===== config.mk =====
export PLATFORM = sky130hd
export DESIGN_NAME = mreg_addr_seq
export DESIGN_NICKNAME = d
export VERILOG_FILES = /design/src/rtl/mreg_addr_seq.sv
export SDC_FILE = /design/constraint.sdc
export NUM_CORES = 1
export LEC_CHECK = 0
export BUFFER_PORTS_ARGS = -buffer_cell sky130_fd_sc_hd__buf_2
export CAP_MARGIN = 0
export CORE_MARGIN = 4
export CORE_UTILIZATION = 55
export CTS_CLUSTER_DIAMETER = 100
export CTS_CLUSTER_SIZE = 40
export DETAILED_ROUTE_END_ITERATION = 16
export PLACE_DENSITY_LB_ADDON = 0.05
export SLEW_MARGIN = 10
export SYNTH_ARGS = -nofsm -noshare
export SYNTH_HDL_FRONTEND = slang
export SYNTH_SLANG_ARGS = --single-unit
export TNS_END_PERCENT = 50

===== constraint.sdc =====
create_clock -name clk -period 9.7 [get_ports clk]
set_clock_uncertainty 0.2 [all_clocks]
set_input_delay 1.94 -clock clk [delete_from_list [all_inputs] [get_ports clk]]
set_output_delay 1.94 -clock clk [all_outputs]
set_load 0.03 [all_outputs]

===== src/rtl/mreg_addr_seq.sv =====
module mreg_addr_seq #(
  parameter int NREG = 16,
  parameter int AW   = 32,
  parameter int STEP = 4
) (
  input  logic                     clk,
  input  logic                     rst_n,
  input  logic                     req_valid,
  output logic                     req_ready,
  input  logic [NREG-1:0]          req_list,
  input  logic [AW-1:0]            req_base,
  input  logic [1:0]               req_mode,
  output logic                     xfer_valid,
  input  logic                     xfer_ready,
  output logic [$clog2(NREG)-1:0]  xfer_reg,
  output logic [AW-1:0]            xfer_addr,
  output logic                     done,
  output logic [AW-1:0]            final_base
);
  localparam int RW = $clog2(NREG);
  localparam int CW = $clog2(NREG + 1);
  localparam logic [AW-1:0] STEPW = AW'(STEP);

  typedef enum logic [1:0] {S_IDLE, S_RUN, S_FIN} st_t;

  st_t             st;
  logic [NREG-1:0] left;
  logic [AW-1:0]   addr, fin;
  logic [CW-1:0]   cnt;
  logic [RW-1:0]   low;
  logic [AW-1:0]   span, start, upd;
  logic            take, last, dn, bf;

  always_comb begin
    cnt = '0;
    for (int i = 0; i < NREG; i++) cnt = cnt + CW'(req_list[i]);
  end

  always_comb begin
    low = '0;
    for (int i = NREG - 1; i >= 0; i--) if (left[i]) low = RW'(i);
  end

  assign dn    = req_mode[1];
  assign bf    = req_mode[0];
  assign span  = AW'(cnt) * STEPW;
  assign start = dn ? (req_base - span + (bf ? '0 : STEPW))
                    : (req_base + (bf ? STEPW : '0));
  assign upd   = dn ? (req_base - span) : (req_base + span);
  assign take  = req_valid && req_ready;
  assign last  = (left & (left - 1'b1)) == '0;

  always_ff @(posedge clk) begin
    if (!rst_n) begin
      st   <= S_IDLE;
      left <= '0;
      addr <= '0;
      fin  <= '0;
    end else begin
      case (st)
        S_IDLE: if (take) begin
          left <= req_list;
          addr <= start;
          fin  <= upd;
          st   <= (req_list == '0) ? S_FIN : S_RUN;
        end
        S_RUN: if (xfer_ready) begin
          left <= left & (left - 1'b1);
          addr <= addr + STEPW;
          if (last) st <= S_FIN;
        end
        default: st <= S_IDLE;
      endcase
    end
  end

  assign req_ready  = (st == S_IDLE);
  assign xfer_valid = (st == S_RUN);
  assign done       = (st == S_FIN);
  assign xfer_reg   = low;
  assign xfer_addr  = addr;
  assign final_base = fin;
endmodule


==> impl_metrics.ini <==
[floorplanning]
floorplan.core_area_mm2 = 0.01351
core.rowCount = 42
fp.dieW_um = 126.4
io_pins = 125
die_h_um = 126.4
fp.dieArea_mm2 = 0.01597
start_util = 0.5705

[global_route]
grt_start_max_net_pins = 88
grt_pass1_wl_mm = 40.30
antenna_found_initial = 0
grt-ovfl-total = 0
grt_pass1_vias = 7330
grtUsageTotal = 0.3087

[power]
power_density_mw_per_mm2 = 260.0
max-vdd-ir-drop_mv = 0.2515
leakage_nw = 3.410

[yosys]
ys_types = 73
synth_common_cells = nand2_1, nor2_1, a21oi_1, dfxtp_1, o21ai_0
yosysMostFrequentCell = nand2_1
synth_top_area_frac = 0.2131
seq_area_frac_synth = 0.2131
synthFlopType = dfxtp_1
ys_ff_latch = 82
synth.avg_cell_area_um2 = 7.056
synthTopCellsByArea = dfxtp_1, xnor2_1, nand2_1, a21oi_1, nor2_1
synthesis.nets = 1180
async_reset_ff_frac = 0
synth-edff-count = 0
ys_warn_count = 0
synth_area_leader_cell = dfxtp_1
syn-cell-area_mm2 = 0.007705
synthCells = 1092

[setup_path]
endpoint_kind = register
worstPathArrival_ns = 8.26
cp-start-kind = input pin
criticalPathCategory = in -> reg
worstPathMaxFanout = 8
required_ns = 9.69

[min_path]
hold_path_class = reg -> reg

[sta]
fin_ws_ns = 1.430
drv_slew = 0
fmax_ghz = 0.1209
fin_setup_tns_ns = 0
rsz0062_at_grt = false
relSlewSlack = 0.2964
setup_viol = 0
fin_crit_ns = 8.270
tightestPinTransition_ns = 1.053
hold_viol = 0
fin_crit_sh = 0.8526

[drt]
routed_wl_mm = 25.51
vias_per_cell = 6.285
drc = 0
firstDrtPassIters = 7
ant_nets = 0
num_vias = 8372
wl_per_cell_um = 19.15
drtIter0Drc = 1230

[clocking]
numCtsBuffers = 9
cts-root-buf = clkbuf_16
cts.clk_slew.worst_paths_ns = 0.07
cts_tree = built
cts_resized = 0
clock_sinks = 82
cts.htree.levels = 3
post_cts_buffers = 0
clk_latency_ns = 0.35
cts_buffer_depth = 2
cts_hold_buf = 0

[layout]
fillers = 1271
stdcell_area_mm2 = 0.008606
syn2layout_area_growth_pct = 11.69
nets = 1239
n_antenna_cell = 0
layoutNonFillerInstCount = 1332
drive_gt1_frac = 0.1522

[placement]
place_ws_ns = 1.129
io_buffers = 124
placed_cell_area_mm2 = 0.008257
dp_cells = 1316
dp_hpwl_mm = 18.73
gp_congestion = 0.9936

[job]
max-cap-violations = 0

[outcome]
status = completed
[worst paths after layout]
check             cells after the start  slack, ns        endpoint      startpoint
setup / recovery                     20       1.43   xfer_addr[26]     req_list[0]
hold / removal                        2       0.25  final_base[21]  final_base[21]
setup reg to reg                      9       5.81   xfer_addr[23]           st[0]
hold reg to reg                       2       0.25  final_base[21]  final_base[21]
[metal layers]
layer	share of wire	vias to the layer above	global-route usage	wire length, um
met3	0.11	30	0.07482	2807
met1	0.47	3888	0.4820	11960
met5	0	-	0	0
li1	-	3994	-	-
met2	0.41	460	0.4262	10390
met4	0.014	0	0.06435	348
[registers in the layout, indices dropped and copies added (netlist names)]
name,cells
st,2
left,16
final_base,32
xfer_addr,32
[metrics by stage]
stage / utilization / hold WS [ns] / power [mW]
finish: 0.6372 / 0.2464 / 2.238
global route: 0.6372 / 0.2723 / 2.397
CTS: 0.6372 / 0.2512 / 2.225
detailed placement: 0.6114 / 0.2420 / 1.811
global placement: 0.6114 / 0.2367 / 1.798
floorplan: - / 0.2541 / 1.493
[where the power goes]
part	total, mW	internal, mW	leakage [nW]	switching (mW)
registers	0.498	0.411	0.675	0.0873
clock network	0.412	0.254	0.167	0.158
logic	1.33	0.471	2.57	0.857
[worst max-delay path, stage by stage]
cell and delay (ns):
buf_2 0.10, inv_1 0.07, fa_1 0.56, fa_1 0.44
fa_1 0.51, fa_1 0.49, inv_1 0.04, ha_1 0.21
fa_1 0.55, fa_1 0.51, o21ba_2 0.24, o311ai_0 0.41
nand3_1 0.13, a22o_1 0.26, or4b_2 0.70, nand2b_1 0.35
nor3_1 0.41, nor3_1 0.09, a21oi_1 0.16, a31oi_1 0.09
[cell type report]
cell class              count  area (um^2)  share of cell area
inverters                  47        176.4             0.02050
clock buffers               9        225.2             0.02617
multi-input cells         880         5545              0.6444
flip-flops and latches     82         1642              0.1908
repair buffers            131        673.1             0.07822
well taps                 176        220.2             0.02559
clock inverters             7        123.9             0.01439
[placed cells by master, fill, tap and decap left out, drive strengths merged, types with 13 or more instances in the layout]
cell,instances
xnor2,61
and3,16
nand2b,13
buf,131
nor2,108
a21oi,90
o21ai,72
nand2,121
nor3,53
nand3,48
a31oi,13
o211ai,15
or3,13
dfxtp,82
ha,22
nor4,23
xor2,34
nand4,14
inv,49
[logic make-up after synthesis]
family	after synthesis	share of synthesized area
AND/OR/NAND/NOR	454	0.2949
flip-flops	82	0.2131
adder cells (fa/ha/maj)	37	0.07080
multiplexers	13	0.01705
buffers and inverters	130	0.06788
AO/OA/AOI/OAI	281	0.2283
XOR/XNOR	95	0.1080
(Power assumes the default switching activity.)
